**config.mk**
```make
export PLATFORM = sky130hd
export DESIGN_NAME = irq_dest_mask
export DESIGN_NICKNAME = d
export VERILOG_FILES = /design/src/rtl/irq_dest_pkg.sv /design/src/rtl/irq_slot_match.sv /design/src/rtl/irq_first_sel.sv /design/src/rtl/irq_dest_mask.sv
export SDC_FILE = /design/constraint.sdc
export NUM_CORES = 1
export LEC_CHECK = 0
export BUFFER_PORTS_ARGS = -buffer_cell sky130_fd_sc_hd__buf_4
export CORE_AREA = 4 4 103 105
export DETAILED_ROUTE_END_ITERATION = 6
export DIE_AREA = 0 0 107 109
export PLACE_DENSITY = 0.84
export RECOVER_POWER = 50
export SETUP_SLACK_MARGIN = 0.15
export SLEW_MARGIN = 5
export SYNTH_ARGS = -nofsm -noshare
export SYNTH_HDL_FRONTEND = slang
export SYNTH_SLANG_ARGS = --single-unit
```
**constraint.sdc**
```tcl
create_clock -name clk_i -period 0.81 [get_ports clk_i]
set_input_delay 0.081 -clock clk_i [delete_from_list [all_inputs] [get_ports clk_i]]
set_output_delay 0.081 -clock clk_i [all_outputs]
set_load 0.02 [all_outputs]
```
**src/rtl/irq_dest_pkg.sv**
```systemverilog
package irq_dest_pkg;
  localparam int ID_W = 8;
  localparam logic [2:0] DM_LOWEST = 3'b001;
  localparam logic [2:0] DM_INIT   = 3'b101;
  localparam logic [3:0] FMT_FLAT    = 4'hF;
  localparam logic [3:0] FMT_CLUSTER = 4'h0;

  typedef enum logic [1:0] {
    SH_DEST   = 2'd0,
    SH_SELF   = 2'd1,
    SH_ALL    = 2'd2,
    SH_OTHERS = 2'd3
  } shorthand_e;

  typedef struct packed {
    logic [7:0]      vector;
    logic [2:0]      mode;
    logic            logical;
    logic            level;
    logic            trig;
    shorthand_e      sh;
    logic [ID_W-1:0] dest;
  } cmd_t;

  function automatic cmd_t decode_cmd(input logic [31:0] lo, input logic [31:0] hi);
    cmd_t c;
    c.vector  = lo[7:0];
    c.mode    = lo[10:8];
    c.logical = lo[11];
    c.level   = lo[14];
    c.trig    = lo[15];
    c.sh      = shorthand_e'(lo[19:18]);
    c.dest    = hi[31:24];
    return c;
  endfunction
endpackage

```
**src/rtl/irq_slot_match.sv**
```systemverilog
module irq_slot_match
  import irq_dest_pkg::*;
(
  input  logic            valid_i,
  input  logic [ID_W-1:0] phys_id_i,
  input  logic [7:0]      log_dest_i,
  input  logic [3:0]      fmt_i,
  input  logic [ID_W-1:0] dest_i,
  input  logic            logical_i,
  input  logic [ID_W-1:0] self_id_i,
  output logic            addr_hit_o,
  output logic            self_hit_o
);
  logic phys_hit, flat_hit, clus_hit;

  assign phys_hit = (dest_i == '1) || (dest_i == phys_id_i);
  assign flat_hit = (fmt_i == FMT_FLAT) && ((dest_i & log_dest_i) != '0);
  assign clus_hit = (fmt_i == FMT_CLUSTER) && (dest_i[7:4] == log_dest_i[7:4])
                    && ((dest_i[3:0] & log_dest_i[3:0]) != '0);

  assign addr_hit_o = valid_i && (logical_i ? (flat_hit || clus_hit) : phys_hit);
  assign self_hit_o = valid_i && (phys_id_i == self_id_i);
endmodule

```
**src/rtl/irq_first_sel.sv**
```systemverilog
module irq_first_sel #(
  parameter int N = 8
) (
  input  logic [N-1:0] req_i,
  output logic [N-1:0] gnt_o
);
  logic [N:0] seen;
  assign seen[0] = 1'b0;
  for (genvar i = 0; i < N; i++) begin : g_chain
    assign gnt_o[i]  = req_i[i] & ~seen[i];
    assign seen[i+1] = seen[i] | req_i[i];
  end
endmodule

```
**src/rtl/irq_dest_mask.sv**
```systemverilog
module irq_dest_mask
  import irq_dest_pkg::*;
#(
  parameter int N_SLOTS = 8
) (
  input  logic                   clk_i,
  input  logic                   rst_ni,
  input  logic [N_SLOTS-1:0]     slot_valid_i,
  input  logic [ID_W*N_SLOTS-1:0] slot_phys_id_i,
  input  logic [8*N_SLOTS-1:0]   slot_log_dest_i,
  input  logic [4*N_SLOTS-1:0]   slot_fmt_i,
  input  logic [ID_W-1:0]        self_id_i,
  input  logic [31:0]            cmd_lo_i,
  input  logic [31:0]            cmd_hi_i,
  input  logic                   cmd_wr_i,
  output logic                   deliver_o,
  output logic [N_SLOTS-1:0]     mask_o,
  output logic [7:0]             vector_o,
  output logic [2:0]             mode_o,
  output logic                   trig_o,
  output logic [N_SLOTS-1:0]     arb_reload_o
);
  cmd_t cmd;
  logic [N_SLOTS-1:0] addr_hit, self_hit, sel, first;
  logic init_deassert;
  logic unused_cmd;

  assign cmd = decode_cmd(cmd_lo_i, cmd_hi_i);
  assign unused_cmd = ^{cmd_lo_i[31:20], cmd_lo_i[17:16], cmd_lo_i[13:12], cmd_hi_i[23:0]};

  for (genvar i = 0; i < N_SLOTS; i++) begin : g_slot
    irq_slot_match u_match (
      .valid_i    (slot_valid_i[i]),
      .phys_id_i  (slot_phys_id_i[ID_W*i +: ID_W]),
      .log_dest_i (slot_log_dest_i[8*i +: 8]),
      .fmt_i      (slot_fmt_i[4*i +: 4]),
      .dest_i     (cmd.dest),
      .logical_i  (cmd.logical),
      .self_id_i  (self_id_i),
      .addr_hit_o (addr_hit[i]),
      .self_hit_o (self_hit[i])
    );
  end

  always_comb begin
    unique case (cmd.sh)
      SH_DEST:   sel = addr_hit;
      SH_SELF:   sel = self_hit;
      SH_ALL:    sel = slot_valid_i;
      SH_OTHERS: sel = slot_valid_i & ~self_hit;
      default:   sel = '0;
    endcase
  end

  irq_first_sel #(.N(N_SLOTS)) u_first (.req_i(sel), .gnt_o(first));

  assign init_deassert = (cmd.mode == DM_INIT) && !cmd.level && cmd.trig;

  always_ff @(posedge clk_i or negedge rst_ni) begin
    if (!rst_ni) begin
      deliver_o    <= 1'b0;
      mask_o       <= '0;
      vector_o     <= '0;
      mode_o       <= '0;
      trig_o       <= 1'b0;
      arb_reload_o <= '0;
    end else begin
      deliver_o    <= cmd_wr_i && !init_deassert;
      arb_reload_o <= (cmd_wr_i && init_deassert) ? sel : '0;
      if (cmd_wr_i && !init_deassert)
        mask_o <= (cmd.mode == DM_LOWEST) ? first : sel;
      else
        mask_o <= '0;
      if (cmd_wr_i) begin
        vector_o <= cmd.vector;
        mode_o   <= cmd.mode;
        trig_o   <= cmd.trig;
      end
    end
  end

  // recipients always populated
  a_r7_populated_only: assert property (@(posedge clk_i) disable iff (!rst_ni)
    ((mask_o | arb_reload_o) & ~$past(slot_valid_i)) == '0);
  // lowest priority yields at most one recipient
  a_r8_single_lowest: assert property (@(posedge clk_i) disable iff (!rst_ni)
    (deliver_o && mode_o == DM_LOWEST) |-> $onehot0(mask_o));
  // reload strobe and delivery are exclusive
  a_r9_reload_excl: assert property (@(posedge clk_i) disable iff (!rst_ni)
    (arb_reload_o != '0) |-> (!deliver_o && mask_o == '0));
  // quiet without a preceding strobe
  a_r10_quiet: assert property (@(posedge clk_i) disable iff (!rst_ni)
    !$past(cmd_wr_i) |-> (!deliver_o && mask_o == '0 && arb_reload_o == '0));
  // delivery only follows a strobe
  a_r1_pulse_source: assert property (@(posedge clk_i) disable iff (!rst_ni)
    deliver_o |-> $past(cmd_wr_i));
endmodule

```
==> results of run 1 <==
[registers in the layout (all words and copies together) (netlist names)]
name and flops:
arb_reload_o 8, deliver_o 1, mask_o 8, mode_o 3
trig_o 1, vector_o 8
[worst paths after layout]
path | startpoint | end | slack (ns) | cells after the start
min | cmd_lo_i[7] | vector_o[7] | 0.05 | 2
max | cmd_hi_i[29] | mask_o[5] | -1.25 | 9
min reg2reg | vector_o[7] | vector_o[7] | 0.53 | 1
max in group asynchronous | rst_ni | vector_o[5] | 0.19 | 2
min in group asynchronous | rst_ni | vector_o[6] | 0.31 | 2
max reg2reg | vector_o[0] | vector_o[0] | -0.11 | 2
[worst reg2reg max path, stage by stage (launching register included)]
cell     delay, ns
dfrtp_2       0.43
buf_6         0.12
mux2_2        0.26
[synthesized netlist by cell type, drive strengths merged, types with 7 or more instances]
cell / n / share of area [%]
xnor2: 87 / 20
nor4: 25 / 4.4
dfrtp: 29 / 19
nor2: 13 / 1.4
xor2: 47 / 11
nand4: 30 / 5.2
nor3: 9 / 1.4
nand3: 9 / 1.2
ha: 32 / 10
mux2: 12 / 3.5
buf: 22 / 4.7
o21ai: 14 / 1.8
nand2: 14 / 1.4
a21oi: 7 / 1.3
[cells by family after synthesis]
family                     Yosys count
muxes                               12
adders and majority gates           32
DFF                                 29
buffers and inverters               25
and+or+nand+nor                    119
AOI/OAI and AO/OA                   60
xor gates and xnor gates           134
[timing repair]
action	CTS	global route
setup endpoints to repair	58	58
resized for setup	111	24
hold endpoints to repair	29	0
pin swaps	35	21
setup buffers	22	2
cloned	0	0
hold buffers	1	0
[final cells by class]
cell class / instances / area [sq um]
inverter: 1 / 6.256
multi-input combinational: 357 / 3476
clock buffer: 8 / 80.08
fill: 679 / 2195
timing repair buffer: 349 / 2975
sequential: 29 / 740.7
tap: 133 / 166.4
[layer usage]
metal,track usage [%],vias up
met2,53.19,267
met3,6.809,38
li1,-,2192
met1,35.75,2265
met5,0,-
met4,8.858,0
[stage by stage]
| stage | cells | util (%) | power [mW] |
|---|---|---|---|
| 2_1_floorplan | 411 | - | 3.053 |
| 3_3_place_gp | 844 | 68.03 | 4.751 |
| 3_5_place_dp | 844 | 68.03 | 4.824 |
| 4_1_cts | 875 | 75.74 | 6.319 |
| 5_1_grt | 877 | 77.23 | 6.832 |
| 6_report | 877 | 77.23 | 6.492 |
[power breakdown]
group	switching [mW]	internal [mW]
combinational	1.65	2.13
clock	0.485	0.608
sequential	0.0666	1.55
total	2.20	4.29
==> flow_summary_export.csv, run 1 <==
group,metric,value,unit
worst_setup_path,cp_num_buf_inv,1,
clock_tree,path_clk_slew,0.06,ns
pwr,peakVddDrop,0.0007688,V
place,dpl_cell_area,6558,sq um
logic_synthesis,muxShareOfSynthArea,3.496,%
worst_setup_path,crit_chain,"buf_8 -> ha_4 -> or4_4 -> nor4_4 -> nor3b_1 -> a311oi_1 -> a32oi_2 -> nand3b_1 -> o32ai_1",
timing,fin_setup_tns,-16.20,ns
status,violations,"setup timing",
timing,slew_violations,0,
clock_tree,clock_path_buffers,2,
route,drt_iter0_markers,227,
grt,grt_pass1_wl,27030,microns
logic_synthesis,synth_fp_nets,686,
logic_synthesis,synth_cell_types,57,
cells_and_area,stdcell_area,7445,sq um
timing,rsz0062_at_grt,"true",
worst_setup_path,cp_top_family,"simple AND/OR/NAND/NOR gates",
logic_synthesis,syn_inst,411,
clock_tree,cts-root-buf,"clkbuf_8",
worst_setup_path,worstPathMaxFanout,4,
logic_synthesis,seq_area_frac_synth,18.78,%
job,maxCapViolCount,0,
timing,finalSetupViolCount,48,
route,firstDrtPassIters,5,
floorplanning,coreArea,9639,sq um
timing,skew,0,ns
cells_and_area,final_nets,1018,
floorplanning,pin_count,272,
floorplanning,placementRows,36,
clock_tree,cts_tree,"yes",
floorplanning,die_w,107,microns
grt,antenna_found_initial,0,
logic_synthesis,ys_seq_elements,29,
logic_synthesis,syn_area,3865,sq um
route,wl_per_cell,20.82,microns
route,totalWireLength,18260,microns
worst_setup_path,start_kind,"input pin",
pwr,powerDensity,872.0,nW/um^2
clock_tree,h-tree-depth,2,
floorplanning,initial_core_util,40.10,%
timing,worstMarginPinSlew,0.5176,ns
worst_setup_path,worstSetupEndpointType,"register",
timing,setup_slack,-1.253,ns
grt,globalRouteTotalUtil,29.79,%
floorplanning,die_height,109,microns
grt,grt_max_degree,30,
hold_path,hold_path_class,"in2reg",
worst_setup_path,slowest_stage,"or4_4",
worst_setup_path,slowest_delay,0.56,ns
clock_tree,numClockSinks,29,
timing,hold_viol,0,
timing,fin_crit,2.063,ns
logic_synthesis,async_flop_share,100.0,%
floorplanning,dieArea,11660,sq um
route,antenna_left,0,
grt,grt_pass1_vias,5225,
route,viasPerCell,5.430,
worst_setup_path,cp.required,0.97,ns
grt,grt_remaining_overflow,0,
timing,period_share,254.7,%
timing,timing.hold.ws,0.04916,ns
timing,slew_headroom,65.13,%
cells_and_area,n_antenna_cell,0,
status,status,"finished with violations",
logic_synthesis,synth_edf_count,0,
worst_setup_path,critical_path_arrival,2.22,ns
route,wl_met3,1525,microns
worst_setup_path,worstSetupPathType,"in2reg",
clock_tree,insertion_delay,0.27,ns
route,vias,4762,
place,gp_congestion,0.9536,
logic_synthesis,avgSynthCellArea,9.404,sq um
place,hpwl,14330,microns
logic_synthesis,synth_top_family_by_area,"XOR/XNOR gates",
route,highest_layer,"met4",
cells_and_area,drive_above_1_share,62.77,%
route,drc,0,
route,m1WireLength,7208,microns
logic_synthesis,yosysWarnings,0,
place,dpl_worst_slack,-1.348,ns
place,io_buffer_count,231,
logic_synthesis,synth_compound_area_share,12.75,%
cells_and_area,final_cell_mix,"buf_4, xnor2_1, buf_6, xor2_1, nand4_1",
logic_synthesis,synthAdderAreaFrac,10.36,%
pwr,p_leak,3.258,nW
clock_tree,numCtsBuffers,5,
cells_and_area,syn2layout_area_growth,92.62,%
logic_synthesis,synth-simple-area-share,19.10,%
route,wl_met2,9061,microns
timing,fmax,484.7,MHz
logic_synthesis,ys.flop_type,"dfrtp_1",
logic_synthesis,synth_xor_area_share,30.56,%
cells_and_area,final_common_cell,"buf_4",
Power figures use the tool's default switching activity.
==> run 2: changes to the inputs <==
CORE_AREA = 2 2 104 106   (was 4 4 103 105)
DIE_AREA = 0 0 106 108   (was 0 0 107 109)
PLACE_DENSITY = 0.8   (was 0.84)
==> flow_summary_export.csv, run 2 (synthesis gave the netlist of run 1 again) <==
group,metric,value,unit
status,status,"finished with violations",
status,violations,"setup timing",
route,antenna_left,0,
route,wl_per_cell,20.04,microns
clock_tree,h-tree-depth,2,
worst_setup_path,r2r_cells,1,
hold_path,hold_path_class,"in2reg",
place,hpwl,13620,microns
place,io_buffer_count,231,
floorplanning,placementRows,37,
cells_and_area,drive_above_1_share,62.57,%
cells_and_area,final_cell_mix,"buf_4, xnor2_1, buf_6, xor2_1, nand4_1",
floorplanning,die_height,108,microns
worst_setup_path,r2r_end,"vector_o[0]",
worst_setup_path,worst-r2r-setup-slack,0.01,ns
route,drt_iter0_markers,167,
floorplanning,pin_count,272,
floorplanning,coreArea,10230,sq um
worst_setup_path,worstSetupPathType,"in2reg",
hold_path,min_to,"vector_o[5]",
place,dpl_worst_slack,-1.303,ns
cells_and_area,n_antenna_cell,0,
pwr,p_leak,3.204,nW
route,vias,4623,
worst_setup_path,slowest_stage,"or4_4",
place,gp_congestion,0.9227,
cells_and_area,regArea,740.7,sq um
grt,grt_max_degree,30,
route,viasPerCell,5.376,
timing,timing.hold.ws,0.03290,ns
cells_and_area,syn2layout_area_growth,91.84,%
cells_and_area,n_fill_cell,759,
floorplanning,dieArea,11450,sq um
timing,fmax,527.2,MHz
cells_and_area,final_common_cell,"buf_4",
pwr,p_total,6.627,mW
clock_tree,cts_tree,"yes",
grt,antenna_found_initial,0,
worst_setup_path,start_kind,"input pin",
job,maxCapViolCount,0,
grt,grt_pass1_vias,5023,
pwr,powerDensity,893.8,nW/um^2
timing,period_share,234.2,%
timing,setup_slack,-1.087,ns
timing,hold_viol,0,
hold_path,holdPathStages,2,
clock_tree,cts-root-buf,"clkbuf_8",
worst_setup_path,worstPathMaxFanout,3,
grt,grt_pass1_wl,25390,microns
timing,slew_headroom,67.90,%
floorplanning,die_w,106,microns
timing,finalSetupViolCount,45,
cells_and_area,multiInputGateArea,3512,sq um
route,totalWireLength,17230,microns
worst_setup_path,critical_path_arrival,2.06,ns
route,drc,0,
hold_path,min_from,"cmd_lo_i[5]",
clock_tree,path_clk_slew,0.06,ns
worst_setup_path,r2r_start,"vector_o[0]",
route,firstDrtPassIters,5,
worst_setup_path,worstSetupEndpointType,"register",
grt,globalRouteTotalUtil,28.67,%
timing,skew,0,ns
clock_tree,clock_path_buffers,2,
cells_and_area,final_nets,998,
clock_tree,insertion_delay,0.28,ns
timing,rsz0062_at_grt,"true",
grt,grt_remaining_overflow,0,
timing,slew_violations,0,
floorplanning,initial_core_util,37.78,%
timing,fin_crit,1.897,ns
worst_setup_path,cp.required,0.97,ns
clock_tree,numCtsBuffers,5,
timing,worstMarginPinSlew,0.4753,ns
clock_tree,numClockSinks,29,
worst_setup_path,slowest_delay,0.55,ns
cells_and_area,post-route-util,72.47,%
worst_setup_path,crit_chain,"buf_12 -> ha_4 -> or4_4 -> nor4_4 -> nor3b_2 -> a311oi_2 -> a32oi_2 -> buf_4 -> nand4_1 -> o22ai_2",
pwr,peakVddDrop,0.0007930,V
cells_and_area,reg_top3,"arb_reload_o: 8 flops, mask_o: 8 flops, vector_o: 8 flops",
[run 2: final cells by class]
cell class / count / share of cell area (%)
Multi-Input combinational cell: 357 / 47.37
Timing Repair Buffer: 329 / 38.90
Sequential cell: 29 / 9.990
Tap cell: 136 / 2.295
Clock buffer: 7 / 1.299
Inverter: 1 / 0.08437
Clock inverter: 1 / 0.06750
[run 2: layer usage]
metal / wire (microns) / up-vias / part of all wire [%] / GRT usage [%]
met4: 430 / 0 / 2.5 / 7.989
met5: 0 / - / 0 / 0
li1: - / 2156 / - / -
met3: 1122 / 44 / 6.5 / 5.606
met2: 8842 / 223 / 51 / 53.96
met1: 6838 / 2200 / 40 / 33.05
[run 2: power breakdown]
group | switching [mW] | internal (mW) | leakage, nW
sequential | 0.0605 | 1.55 | 0.359
combinational | 1.62 | 2.10 | 2.79
clock | 0.534 | 0.766 | 0.0542
total | 2.21 | 4.41 | 3.20
[run 2: metrics by stage]
step | instance area [sq um] | cells | TNS, ns
CTS | 7197 | 856 | -15.06
global route | 7415 | 860 | -17.60
floorplan | 4130 | 411 | -11.09
detailed placement | 6539 | 839 | -18.92
global placement | 6539 | 839 | -18.19
finish | 7415 | 860 | -15.88
[run 2: timing repair]
action,CTS,global route
pin swaps,46,27
endpoints found under the hold margin,29,0
setup buffers,8,4
setup endpoints to repair,58,58
hold buffers,1,0
gates resized for setup,104,36
gates cloned,0,0
[run 2: worst max-delay path, delay by kind of cell]
kind                       cells  cell delay [ns]
buffers and inverters          2             0.29
and+or+nand+nor                4             0.93
adders and majority gates      1             0.20
AOI/OAI and AO/OA              3             0.54
[run 2: worst max path at each step]
stage / start / endpoint / slack (ns)
after floorplan: slot_log_dest_i[45] / mask_o[5] / -0.95
after global placement: cmd_hi_i[28] / mask_o[4] / -1.25
after detailed placement: cmd_hi_i[29] / mask_o[5] / -1.30
after CTS: cmd_hi_i[29] / mask_o[5] / -1.01
after global routing: slot_log_dest_i[45] / mask_o[6] / -1.14
final: cmd_hi_i[29] / mask_o[6] / -1.09
==> run 3: changes to the inputs <==
SETUP_SLACK_MARGIN = 0.3   (was 0.15)
==> flow_summary_export.csv, run 3 (synthesis gave the netlist of run 1 again) <==
group,metric,value,unit
status,status,"finished with violations",
status,violations,"hold timing, setup timing",
place,dpl_worst_slack,-1.303,ns
timing,finalSetupViolCount,45,
cells_and_area,syn2layout_area_growth,91.52,%
floorplanning,die_w,106,microns
cells_and_area,final_nets,997,
worst_setup_path,worst-r2r-setup-slack,0.01,ns
route,drc,0,
worst_setup_path,worstSetupPathType,"in2reg",
clock_tree,cts-root-buf,"clkbuf_8",
cells_and_area,reg_top3,"arb_reload_o: 8 flops, mask_o: 8 flops, vector_o: 8 flops",
timing,fin_setup_tns,-15.84,ns
grt,globalRouteTotalUtil,28.59,%
timing,slew_violations,0,
route,firstDrtPassIters,5,
cells_and_area,drive_above_1_share,62.66,%
route,antenna_left,0,
timing,skew,0,ns
worst_setup_path,cp.required,0.98,ns
floorplanning,pin_count,272,
pwr,powerDensity,893.4,nW/um^2
floorplanning,coreArea,10230,sq um
worst_setup_path,r2r_cells,1,
timing,slew_headroom,53.21,%
clock_tree,clock_path_buffers,2,
clock_tree,path_clk_slew,0.06,ns
timing,timing.hold.ws,-0.1671,ns
grt,grt_remaining_overflow,0,
floorplanning,dieArea,11450,sq um
timing,worstMarginPinSlew,0.7019,ns
floorplanning,die_height,108,microns
worst_setup_path,start_kind,"input pin",
clock_tree,h-tree-depth,2,
clock_tree,cts_tree,"yes",
route,viasPerCell,5.369,
grt,grt_pass1_wl,25310,microns
clock_tree,numClockSinks,29,
cells_and_area,final_cell_mix,"buf_4, xnor2_1, buf_6, xor2_1, nand4_1",
timing,setup_slack,-1.084,ns
clock_tree,numCtsBuffers,5,
route,wl_per_cell,19.96,microns
clock_tree,insertion_delay,0.28,ns
timing,hold_viol,29,
pwr,p_total,6.613,mW
worst_setup_path,critical_path_arrival,2.06,ns
floorplanning,initial_core_util,37.78,%
place,hpwl,13620,microns
route,totalWireLength,17150,microns
grt,grt_pass1_vias,5011,
place,dp_cells,839,
cells_and_area,stdcell_area,7402,sq um
place,dpl_cell_area,6539,sq um
cells_and_area,n_antenna_cell,0,
place,gp_congestion,0.9227,
route,vias,4612,
place,io_buffer_count,231,
timing,period_share,233.8,%
pwr,peakVddDrop,0.0007829,V
hold_path,hold_path_class,"in2async",
timing,fmax,528.0,MHz
grt,grt_max_degree,30,
cells_and_area,stdcell_count,859,
job,maxCapViolCount,0,
timing,fin_crit,1.894,ns
floorplanning,placementRows,37,
worst_setup_path,worstPathMaxFanout,3,
timing,rsz0062_at_grt,"true",
grt,antenna_found_initial,0,
route,drt_iter0_markers,167,
cells_and_area,final_common_cell,"buf_4",
pwr,p_leak,3.200,nW
worst_setup_path,worstSetupEndpointType,"register",
run 3: metrics by stage:
stage | utilization (%) | hold slack [ns]
5_1_grt | 72.35 | -0.1130
6_report | 72.35 | -0.1671
3_3_place_gp | 63.91 | 0.01392
2_1_floorplan | - | -0.2146
4_1_cts | 70.28 | -0.2861
3_5_place_dp | 63.91 | 0.01393
run 3: path summary, 6_finish.rpt:
path | endpoint | startpoint
worst max-delay path | mask_o[6] | slot_log_dest_i[45]
worst min-delay path | mask_o[5] | rst_ni
worst max register to register | vector_o[0] | vector_o[0]
worst min register to register | vector_o[5] | vector_o[5]
max in group asynchronous | vector_o[4] | rst_ni
min in group clk_i | vector_o[5] | cmd_lo_i[5]
run 3: repair_timing:
action,4_1_cts,5_1_grt
setup buffers,8,4
endpoints found under the setup margin,58,58
pin swaps,46,25
endpoints found under the hold margin,29,29
gates resized for setup,105,35
run 3: where the power goes:
part	switching, mW	leakage (nW)	internal [mW]
Sequential	0.0580	0.359	1.55
Clock	0.530	0.0542	0.766
Combinational	1.62	2.79	2.10
run 3: cell type report:
cell class / count / area, sq um
Timing Repair Buffer: 328 / 2872
Inverter: 1 / 6.256
Fill cell: 758 / 2829
Tap cell: 136 / 170.2
Clock inverter: 1 / 5.005
Clock buffer: 7 / 96.34
Sequential cell: 29 / 740.7
Multi-Input combinational cell: 357 / 3512
run 3: per-layer routing:
| layer | vias up | track usage [%] | wire, microns |
|---|---|---|---|
| li1 | 2152 | - | - |
| met1 | 2178 | 32.91 | 6702 |
| met2 | 236 | 53.78 | 8780 |
| met3 | 46 | 5.666 | 1215 |
| met4 | 0 | 7.989 | 447 |
| met5 | - | 0 | 0 |
run 3: critical path, stage by stage:
cell and delay, ns:
buf_6 0.10, ha_4 0.22, or4_4 0.55, nor4_4 0.20
nor3b_2 0.08, a311oi_2 0.28, a32oi_2 0.19, buf_4 0.18
nand4_1 0.09, o22ai_2 0.07
